File: src/rtl/nac_pkg.sv
// Shared types for the neighbour-conditioned retry corrector.
// Assumes a 2-bit neighbour value formed as {msb_bit, lsb_bit}.
package nac_pkg;
    typedef enum logic [1:0] {
        ST_IDLE  = 2'd0,
        ST_LOAD  = 2'd1,
        ST_READ  = 2'd2,
        ST_CHECK = 2'd3
    } nac_state_e;

    localparam int NUM_CAND = 4;

    // Round index 0..3 maps to neighbour value 11, 10, 01, 00.
    function automatic logic [1:0] cand_of(input logic [1:0] round_idx);
        return ~round_idx;
    endfunction
endpackage

File: src/rtl/nac_merge_lane.sv
// Per-bit comparator and pass gate for one buffer word.
// A bit takes the re-read value only when its neighbour pair equals the
// current candidate. Purely combinational.
module nac_merge_lane #(
    parameter int WORD_BITS = 16
) (
    input  logic [WORD_BITS-1:0] old_word,
    input  logic [WORD_BITS-1:0] nbr_lsb,
    input  logic [WORD_BITS-1:0] nbr_msb,
    input  logic [WORD_BITS-1:0] reread,
    input  logic [1:0]           cand,
    output logic [WORD_BITS-1:0] new_word
);
    for (genvar b = 0; b < WORD_BITS; b++) begin : g_bit
        logic hit;
        // Compare this cell's neighbour pair with the candidate.
        assign hit = (nbr_msb[b] == cand[1]) && (nbr_lsb[b] == cand[0]);
        // Pass gate: choose the re-read bit on a match.
        assign new_word[b] = hit ? reread[b] : old_word[b];
    end
endmodule

File: src/rtl/nac_page_store.sv
// Word-organised storage for the working page and both neighbour pages.
// Assumes at most one of ld_en / mg_en is high per cycle. Word idx is
// read combinationally for the merge lane.
module nac_page_store #(
    parameter int WORD_BITS = 16,
    parameter int WORDS     = 4,
    parameter int IDX_W     = 2
) (
    input  logic                       clk,
    input  logic                       rst_n,
    input  logic                       ld_en,
    input  logic                       mg_en,
    input  logic [IDX_W-1:0]           idx,
    input  logic [WORD_BITS-1:0]       ld_page,
    input  logic [WORD_BITS-1:0]       ld_lsb,
    input  logic [WORD_BITS-1:0]       ld_msb,
    input  logic [WORD_BITS-1:0]       mg_word,
    output logic [WORD_BITS-1:0]       sel_page,
    output logic [WORD_BITS-1:0]       sel_lsb,
    output logic [WORD_BITS-1:0]       sel_msb,
    output logic [WORDS*WORD_BITS-1:0] page_flat
);
    logic [WORD_BITS-1:0] pg_a  [WORDS];
    logic [WORD_BITS-1:0] lsb_a [WORDS];
    logic [WORD_BITS-1:0] msb_a [WORDS];

    for (genvar g = 0; g < WORDS; g++) begin : g_word
        logic [WORD_BITS-1:0] pg_r, lsb_r, msb_r;
        logic                 here;
        assign here = (idx == IDX_W'(g));

        // Hold one word of each page; load writes all three, merge only the page.
        always_ff @(posedge clk) begin
            if (!rst_n) begin
                pg_r  <= '0;
                lsb_r <= '0;
                msb_r <= '0;
            end else if (ld_en && here) begin
                pg_r  <= ld_page;
                lsb_r <= ld_lsb;
                msb_r <= ld_msb;
            end else if (mg_en && here) begin
                pg_r  <= mg_word;
            end
        end

        assign pg_a[g]  = pg_r;
        assign lsb_a[g] = lsb_r;
        assign msb_a[g] = msb_r;
        assign page_flat[g*WORD_BITS +: WORD_BITS] = pg_r;
    end

    assign sel_page = pg_a[idx];
    assign sel_lsb  = lsb_a[idx];
    assign sel_msb  = msb_a[idx];
endmodule

File: src/rtl/nac_seq.sv
// Control sequencer: load, then per candidate a re-read with merge and an
// ECC check, until a pass or until all candidates are used.
// Assumes the responder delivers WORDS rd_valid beats per re-read.
module nac_seq
    import nac_pkg::*;
#(
    parameter int WORDS = 4,
    parameter int IDX_W = 2
) (
    input  logic             clk,
    input  logic             rst_n,
    input  logic             start,
    input  logic             ld_valid,
    input  logic             rd_valid,
    input  logic             ecc_pass,
    input  logic             ecc_fail,
    output logic [IDX_W-1:0] idx,
    output logic             ld_en,
    output logic             mg_en,
    output logic [1:0]       cand,
    output logic             rd_req,
    output logic             ecc_submit,
    output logic             busy,
    output logic             done,
    output logic             uncorrectable
);
    localparam logic [IDX_W-1:0] LAST_IDX = IDX_W'(WORDS - 1);
    localparam logic [1:0]       LAST_RND = 2'(NUM_CAND - 1);

    nac_state_e       state;
    logic [1:0]       round_q;
    logic [IDX_W-1:0] idx_q;
    logic             done_q, unc_q;

    // Decode strobes and status from the current state.
    always_comb begin
        ld_en      = (state == ST_LOAD) && ld_valid;
        mg_en      = (state == ST_READ) && rd_valid;
        rd_req     = (state == ST_READ);
        ecc_submit = (state == ST_CHECK);
        busy       = (state != ST_IDLE);
    end

    // Advance state, word index and candidate round; emit completion pulses.
    always_ff @(posedge clk) begin
        if (!rst_n) begin
            state   <= ST_IDLE;
            round_q <= '0;
            idx_q   <= '0;
            done_q  <= 1'b0;
            unc_q   <= 1'b0;
        end else begin
            done_q <= 1'b0;
            unc_q  <= 1'b0;
            unique case (state)
                ST_IDLE: begin
                    if (start) begin
                        state   <= ST_LOAD;
                        round_q <= '0;
                        idx_q   <= '0;
                    end
                end
                ST_LOAD: begin
                    if (ld_valid) begin
                        if (idx_q == LAST_IDX) begin
                            idx_q <= '0;
                            state <= ST_READ;
                        end else begin
                            idx_q <= idx_q + 1'b1;
                        end
                    end
                end
                ST_READ: begin
                    if (rd_valid) begin
                        if (idx_q == LAST_IDX) begin
                            idx_q <= '0;
                            state <= ST_CHECK;
                        end else begin
                            idx_q <= idx_q + 1'b1;
                        end
                    end
                end
                ST_CHECK: begin
                    if (ecc_pass) begin
                        state  <= ST_IDLE;
                        done_q <= 1'b1;
                    end else if (ecc_fail) begin
                        if (round_q == LAST_RND) begin
                            state  <= ST_IDLE;
                            done_q <= 1'b1;
                            unc_q  <= 1'b1;
                        end else begin
                            round_q <= round_q + 1'b1;
                            state   <= ST_READ;
                        end
                    end
                end
                default: state <= ST_IDLE;
            endcase
        end
    end

    assign idx           = idx_q;
    assign cand          = cand_of(round_q);
    assign done          = done_q;
    assign uncorrectable = unc_q;
endmodule

File: src/rtl/nbr_retry_corrector.sv
// Top level of the neighbour-conditioned retry corrector.
// Assumes PAGE_BITS is a whole multiple of WORD_BITS and at least two words.
module nbr_retry_corrector #(
    parameter int PAGE_BITS = 64,
    parameter int WORD_BITS = 16
) (
    input  logic                 clk,
    input  logic                 rst_n,
    input  logic                 start,
    input  logic                 ld_valid,
    input  logic [WORD_BITS-1:0] ld_page,
    input  logic [WORD_BITS-1:0] ld_nbr_lsb,
    input  logic [WORD_BITS-1:0] ld_nbr_msb,
    output logic                 rd_req,
    output logic [1:0]           ref_sel,
    input  logic                 rd_valid,
    input  logic [WORD_BITS-1:0] rd_data,
    output logic                 ecc_submit,
    input  logic                 ecc_pass,
    input  logic                 ecc_fail,
    output logic [PAGE_BITS-1:0] page_q,
    output logic                 busy,
    output logic                 done,
    output logic                 uncorrectable
);
    localparam int WORDS = PAGE_BITS / WORD_BITS;
    localparam int IDX_W = (WORDS > 1) ? $clog2(WORDS) : 1;

    logic [IDX_W-1:0]     idx;
    logic                 ld_en, mg_en;
    logic [1:0]           cand;
    logic [WORD_BITS-1:0] sel_page, sel_lsb, sel_msb, mg_word;

    nac_seq #(.WORDS(WORDS), .IDX_W(IDX_W)) u_seq (
        .clk(clk), .rst_n(rst_n), .start(start), .ld_valid(ld_valid),
        .rd_valid(rd_valid), .ecc_pass(ecc_pass), .ecc_fail(ecc_fail),
        .idx(idx), .ld_en(ld_en), .mg_en(mg_en), .cand(cand),
        .rd_req(rd_req), .ecc_submit(ecc_submit), .busy(busy),
        .done(done), .uncorrectable(uncorrectable)
    );

    nac_page_store #(.WORD_BITS(WORD_BITS), .WORDS(WORDS), .IDX_W(IDX_W)) u_store (
        .clk(clk), .rst_n(rst_n), .ld_en(ld_en), .mg_en(mg_en), .idx(idx),
        .ld_page(ld_page), .ld_lsb(ld_nbr_lsb), .ld_msb(ld_nbr_msb),
        .mg_word(mg_word), .sel_page(sel_page), .sel_lsb(sel_lsb),
        .sel_msb(sel_msb), .page_flat(page_q)
    );

    nac_merge_lane #(.WORD_BITS(WORD_BITS)) u_lane (
        .old_word(sel_page), .nbr_lsb(sel_lsb), .nbr_msb(sel_msb),
        .reread(rd_data), .cand(cand), .new_word(mg_word)
    );

    assign ref_sel = cand;
endmodule

File: config.mk
export PLATFORM = sky130hd
export DESIGN_NAME = nbr_retry_corrector
export DESIGN_NICKNAME = d
export VERILOG_FILES = /design/src/rtl/nac_pkg.sv /design/src/rtl/nac_merge_lane.sv /design/src/rtl/nac_page_store.sv /design/src/rtl/nac_seq.sv /design/src/rtl/nbr_retry_corrector.sv
export SDC_FILE = /design/constraint.sdc
export NUM_CORES = 1
export LEC_CHECK = 0
export BUFFER_PORTS_ARGS = -buffer_cell sky130_fd_sc_hd__buf_4
export CORE_MARGIN = 1.5
export CORE_UTILIZATION = 40
export CTS_CLUSTER_DIAMETER = 120
export DETAILED_ROUTE_END_ITERATION = 8
export GPL_TIMING_DRIVEN = 0
export PLACE_DENSITY = 0.67
export SLEW_MARGIN = 20
export SYNTH_ARGS = -nofsm -noshare
export SYNTH_HDL_FRONTEND = slang
export SYNTH_SLANG_ARGS = --single-unit
File: constraint.sdc
create_clock -name clk -period 3.5 [get_ports clk]
set_input_delay 0.175 -clock clk [delete_from_list [all_inputs] [get_ports clk]]
set_output_delay 0.175 -clock clk [all_outputs]
set_load 0.02 [all_outputs]
==> metrics.txt, run 1 <==
outcome finished clean; htree depth 4; PortBufs between 100 and 150; post-synthesis adder-cell area fraction 1.33%; final setup fails 0; period utilisation layout approximately 94%; slew at the pin closest to its max-slew limit 0.722 ns; Area contributors post-synth dfxtp_1, nand2_1, mux2i_1; max_slew headroom ~52%; leading cell type in the layout, fill and taps excluded nand2_1; worst-path cell chain clkbuf_1 -> clkinv_1 -> clkbuf_1 -> ha_1 -> and3_1 -> clkbuf_1 -> clkbuf_1 -> a21oi_1 -> a21oi_1; Area Overhead vs Synth 20.7%; DR DRC count 0; Seq/Total Area, Yosys between 30% and 40%; Vias/cell ~5.6; total internal power ~0.0042 W; Worst-Skew Late Latency between 0.4 and 0.5 ns; Cell Area, Synth slightly above 0.01 mm2; ANT nets after route 0; DR iter-0 viols around 1,200; fmax a little over 300 MHz; share of total power in sequential cells between 30% and 40%; Worst Path Arrival between 3 and 4 ns; Top Layer Used met4; FP Rows 58; P_leak slightly above 4 nW; Final min period 3.31 ns; simple-gate area share of the yosys netlist 18.4%; CTS tree done; total length of routed met2 wires ~16,000 um; WHS around 0.0028 ns; setup bufs post-CTS 0; WL/cell 20.7 um; Post-DP Area 0.0118 mm2; RSZ-0062 raised after global routing false; total CTS buffers 17; r2r setup slk between 0.15 and 0.2 ns; Critical-path top delay cell clkbuf_1; post-synthesis xor/xnor area fraction under 10%; clk sinks 200; Post-Layout Cell Count about 1,800; gr usage total 27.2%; Worst path max stage delay approximately 0.54 ns; Final Max Tran Viols 0; syn avg cell area approximately 8.3 um2; Max FO, Critical Path 11; syn_nets 1,325; DR vias ~10,000; Synth top area share between 30% and 40%; Die Wd between 150 and 200 um; first-pass GRT wire length approximately 55,000 um; placed insts about 1,700; Synth Register Bits 200; CP required 3.88 ns; Longest Clk Path Bufs 2; main combinational cell family by area after synthesis compound AO/OA/AOI/OAI gates; Die ar. around 0.027 mm2; switching share of total power a little over a third; Power Density 525 mW/mm2; gpl congestion 0.973; Placeable Area roughly 0.025 mm2; Max Cap Viol 0; crit start category register; Met1 Wirelength 16,000 um; number of global-route vias before repair ~9,200; most frequent cells in the layout nand2_1, dfxtp_1, buf_4; die height around 160 um; crit-path most repeated cell clkbuf_1; Worst Path Class, Setup reg2reg; Crit. End Element register; I/O pin count 142; initial antenna violation count 0; Pre-antenna DRT Iters 5; largest net degree at the start of global routing 18; Worst-path clk slew around 0.080 ns; fin nets about 1,500; Comb pwr share between 30% and 40%; fraction of layout instances using a drive strength above 1 14.2%; Yosys warnings 0; met3 routed WL approximately 3000 um; Synth Area in Compound Gates a little over a fifth; final setup TNS 0 ns; clk_skew between 0.01 and 0.015 ns; Root Buffer Master clkbuf_16; clock share of power between 30% and 40%; cell area after layout roughly 0.012 mm2; Detail Placement HPWL approximately 28,000 um; Distinct cells, synth 39; Initial Util approximately two fifths; dominant cell type by area after synthesis dfxtp_1; mux contribution to synthesized area 9.50%; P_sw between 0.002 and 0.0025 W; Hold Path Class in2reg; Final Hold Fails 0; Post-Route WL about 36,000 um; total grt overflow 0; Syn Inst Count 1,243; diode count 0; Peak supply drop roughly 300 uV
-- power by group through the flow --
stage / registers (W) / logic, W / clock network, W
floorplan: 0.00259 / 0.00124 / 0
global placement: 0.00256 / 0.00194 / 0
detailed placement: 0.00256 / 0.00196 / 0
CTS: 0.00251 / 0.00197 / 0.00204
global route: 0.00253 / 0.00212 / 0.00212
finish: 0.00251 / 0.00200 / 0.00203
-- final cells by class --
cell class / instances / area, um2
Buffer: 93 / 437
Clock buffer: 21 / 480
Clock inverter: 10 / 109
Fill cell: 2496 / 12800
Inverter: 10 / 37.5
Multi-Input combinational cell: 939 / 5850
Sequential cell: 200 / 4000
Tap cell: 330 / 413
Timing Repair Buffer: 149 / 1140
-- stage by stage --
step	power (W)	util (%)	worst slack [ns]
3_5_place_dp	0.00452	46.7	0.166
3_3_place_gp	0.00450	46.7	0.186
2_1_floorplan	0.00383	-	1.30
6_report	0.00654	49.4	0.193
4_1_cts	0.00652	49.4	0.0749
5_1_grt	0.00677	49.4	0.0101
-- synthesized netlist by cell type --
cell	instances
nand2_1	326
dfxtp_1	200
a21boi_0	110
mux2i_1	98
a21oi_1	91
clkbuf_1	68
xnor2_1	64
o211ai_1	59
nor4_1	32
nor2_1	30
o21ai_0	29
a22o_1	17
nand4bb_1	16
ha_1	11
and2_1	9
buf_2	9
o311ai_1	8
inv_1	7
and3_1	6
buf_1	6
buf_6	5
o211ai_2	5
buf_4	4
nand2b_1	4
nand3_1	4
o21ai_1	4
nor3b_1	3
o311ai_2	3
buf_8	2
inv_2	2
nor3_1	2
or3_1	2
a211oi_1	1
a21boi_1	1
a221oi_1	1
clkinv_1	1
o221ai_1	1
o22ai_1	1
o31ai_1	1
-- worst paths after layout --
check / to / depth (start not counted) / start
hold / removal: u_store.g_word[3].msb_r[14]$_SDFFE_PN0P_ / 3 / ld_nbr_msb[14]
setup / recovery: u_store.g_word[1].pg_r[13]$_SDFFE_PN0P_ / 9 / u_seq.idx[1]$_SDFFE_PN0P_
hold reg to reg: u_store.g_word[3].lsb_r[12]$_SDFFE_PN0P_ / 2 / u_store.g_word[3].lsb_r[12]$_SDFFE_PN0P_
setup reg to reg: u_store.g_word[1].pg_r[13]$_SDFFE_PN0P_ / 9 / u_seq.idx[1]$_SDFFE_PN0P_
-- sequential cells by signal (all words and copies together) (netlist names) --
signal,count
u_seq.uncorrectable,1
u_store.g_word.msb_r,64
u_seq.state,2
u_seq.done,1
u_store.g_word.lsb_r,64
u_seq.round_q,2
u_seq.idx,2
u_store.g_word.pg_r,64
-- repair_timing --
item | CTS | global route
endpoints found under the setup margin | 0 | 18
gates resized for setup | 0 | 2
hold endpoints to repair | 8 | 0
hold buffers | 9 | 0
-- critical path, delay by kind of cell, from the launching register on --
family,cells,cell delay [ns]
AOI/OAI and AO/OA,2,0.28
adders and majority gates,1,0.34
buffers and inverters,5,1.96
DFF,1,0.35
and+or+nand+nor,1,0.30
-- metal layers --
layer  vias to the layer above  global-route usage (%)
met3                        76                    3.86
met5                         -                       0
li1                       4668                       -
met1                      4622                    37.7
met2                       476                    42.0
met4                         0                    11.7
-- logic make-up (layout without fill, tap and decap cells) --
group,count (synthesis),count (layout)
xor gates and xnor gates,64,64
buffers and inverters,104,283
DFF,200,200
AOI/OAI and AO/OA,332,332
muxes,98,98
adders and majority gates,11,11
and+or+nand+nor,434,434
No activity file was read; power rests on OpenSTA's default activity.
==> run 2: changes to the inputs <==
Settings changed: GPL_TIMING_DRIVEN 0 to unset.
==> metrics.txt, run 2 (synthesized netlist as in run 1, its figures left out) <==
Crit. Startpoint u_seq.idx[0]$_SDFFE_PN0P_; Hold Path Class in2reg; Final Max Tran Viols 0; Post-Route WL roughly 32,000 um; clk_skew around 0.012 ns; RSZ-0062 raised after global routing false; largest registers u_store.g_word.lsb_r x64, u_store.g_word.msb_r x64, u_store.g_word.pg_r x64; R2R depth 6; Longest Clk Path Bufs 2; Max Cap Viol 0; WL/cell between 15 and 20 um; Die ar. 0.0268 mm2; pre-CTS WS 0.992 ns; crit start category register; fin util between 40% and 50%; initial antenna violation count 0; footprint of the multi-input gates between 0.005 and 0.006 mm2; diode count 0; Worst Path Class, Setup reg2reg; storage element area between 0.004 and 0.005 mm2; most frequent cells in the layout nand2_1, dfxtp_1, buf_4; Final Hold Fails 0; Peak supply drop 356 uV; Area Overhead vs Synth 19.0%; Worst-Skew Late Latency between 0.4 and 0.5 ns; leading cell type in the layout, fill and taps excluded nand2_1; I/O pin count about 140; htree depth 4; fraction of layout instances using a drive strength above 1 15.1%; CTS tree done; total CTS buffers 17; worst r2r src u_seq.idx[0]$_SDFFE_PN0P_; final setup fails 0; Root Buffer Master clkbuf_16; slew at the pin closest to its max-slew limit roughly 1.2 ns; total grt overflow 0; Die Wd between 150 and 200 um; # fillers 2,458; Initial Util 40.9%; gr usage total around a quarter; period utilisation layout between 70% and 80%; DR iter-0 viols around 1,100; Power Density about 510 mW/mm2; Max FO, Critical Path 43; FP Rows 58; CP required ~3.9 ns; DR vias ~9,400; Worst-path clk slew 0.08 ns; Detail Placement HPWL roughly 21,000 um; Worst Path Arrival 2.93 ns; cell area after layout 0.0123 mm2; r2r setup slk ~0.92 ns; RR Endpoint u_store.g_word[0].pg_r[5]$_SDFFE_PN0P_; die height around 160 um; ANT nets after route 0; Pre-antenna DRT Iters 6; outcome finished clean; setup bufs post-CTS 0; P_leak 4.01 nW; number of global-route vias before repair roughly 8,500; Post-DP Area 0.0115 mm2; gpl congestion between 0.8 and 0.9; Vias/cell approximately 5.6; clk sinks 200; first-pass GRT wire length ~49,000 um; Placeable Area between 0.02 and 0.03 mm2; fin worst setup slack 0.917 ns; Final min period approximately 2.6 ns; largest net degree at the start of global routing between 100 and 150; PortBufs approximately 140; fin nets between 1,000 and 1,500; crit path to u_store.g_word[0].pg_r[5]$_SDFFE_PN0P_; final setup TNS 0 ns; max_slew headroom a little over a fifth; fmax between 300 and 400 MHz; Crit. End Element register; DR DRC count 0
run 2: timing repair:
| item | in CTS | in global routing |
|---|---|---|
| hold buffers | 19 | 0 |
| hold endpoints to repair | 18 | 0 |
| endpoints found under the setup margin | 0 | 0 |
| resized for setup | 0 | 0 |
run 2: worst min path at each step:
| stage | start | endpoint | slack, ns | depth (start not counted) |
|---|---|---|---|---|
| 2_1_floorplan | ecc_pass | u_seq.uncorrectable$_SDFF_PP0_ | 0.25 | 1 |
| 3_3_place_gp | ecc_pass | u_seq.uncorrectable$_SDFF_PP0_ | 0.38 | 2 |
| 3_5_place_dp | ecc_pass | u_seq.uncorrectable$_SDFF_PP0_ | 0.38 | 2 |
| 4_1_cts | ld_nbr_msb[3] | u_store.g_word[3].msb_r[3]$_SDFFE_PN0P_ | 0.0006 | 3 |
| 5_1_grt | ld_nbr_lsb[0] | u_store.g_word[3].lsb_r[0]$_SDFFE_PN0P_ | 0.01 | 3 |
| 6_report | ld_nbr_msb[3] | u_store.g_word[3].msb_r[3]$_SDFFE_PN0P_ | 0.005 | 3 |
run 2: stage by stage:
step | cells | hold slack, ns | total power (W)
after floorplan | 1243 | 0.252 | 0.00383
after global placement | 1639 | 0.382 | 0.00433
after detailed placement | 1639 | 0.381 | 0.00436
after CTS | 1690 | 0.000600 | 0.00629
after global routing | 1690 | 0.0132 | 0.00653
final | 1690 | 0.00530 | 0.00630
run 2: where the power goes:
| group | switching, W | internal, W | total, W |
|---|---|---|---|
| clock network | 0.000981 | 0.000964 | 0.00195 |
| logic | 0.00106 | 0.000695 | 0.00175 |
| registers | 0.000194 | 0.00241 | 0.00260 |
| total | 0.00223 | 0.00407 | 0.00630 |
run 2: worst max-delay path, stage by stage (launching register included):
cell       delay, ns
dfxtp_4         0.85
buf_4           0.46
mux2i_1         0.28
xnor2_1         0.11
o211ai_1        0.22
nand4bb_1       0.24
o311ai_1        0.28
run 2: layout make-up:
class | instances | area share, %
multi-input combinational | 939 | 47.6
sequential | 200 | 32.6
timing repair buffer | 179 | 11.5
clock buffer | 18 | 3.57
tap | 330 | 3.36
clock inverter | 14 | 1.05
inverter | 10 | 0.305
run 2: per-layer routing:
| metal | GRT usage [%] | vias up | wire length, um |
|---|---|---|---|
| met2 | 35.3 | 359 | 13900 |
| met1 | 35.2 | 4467 | 15400 |
| met4 | 6.36 | 0 | 369 |
| met5 | 0 | - | 0 |
| met3 | 2.95 | 29 | 2250 |
| li1 | - | 4547 | - |
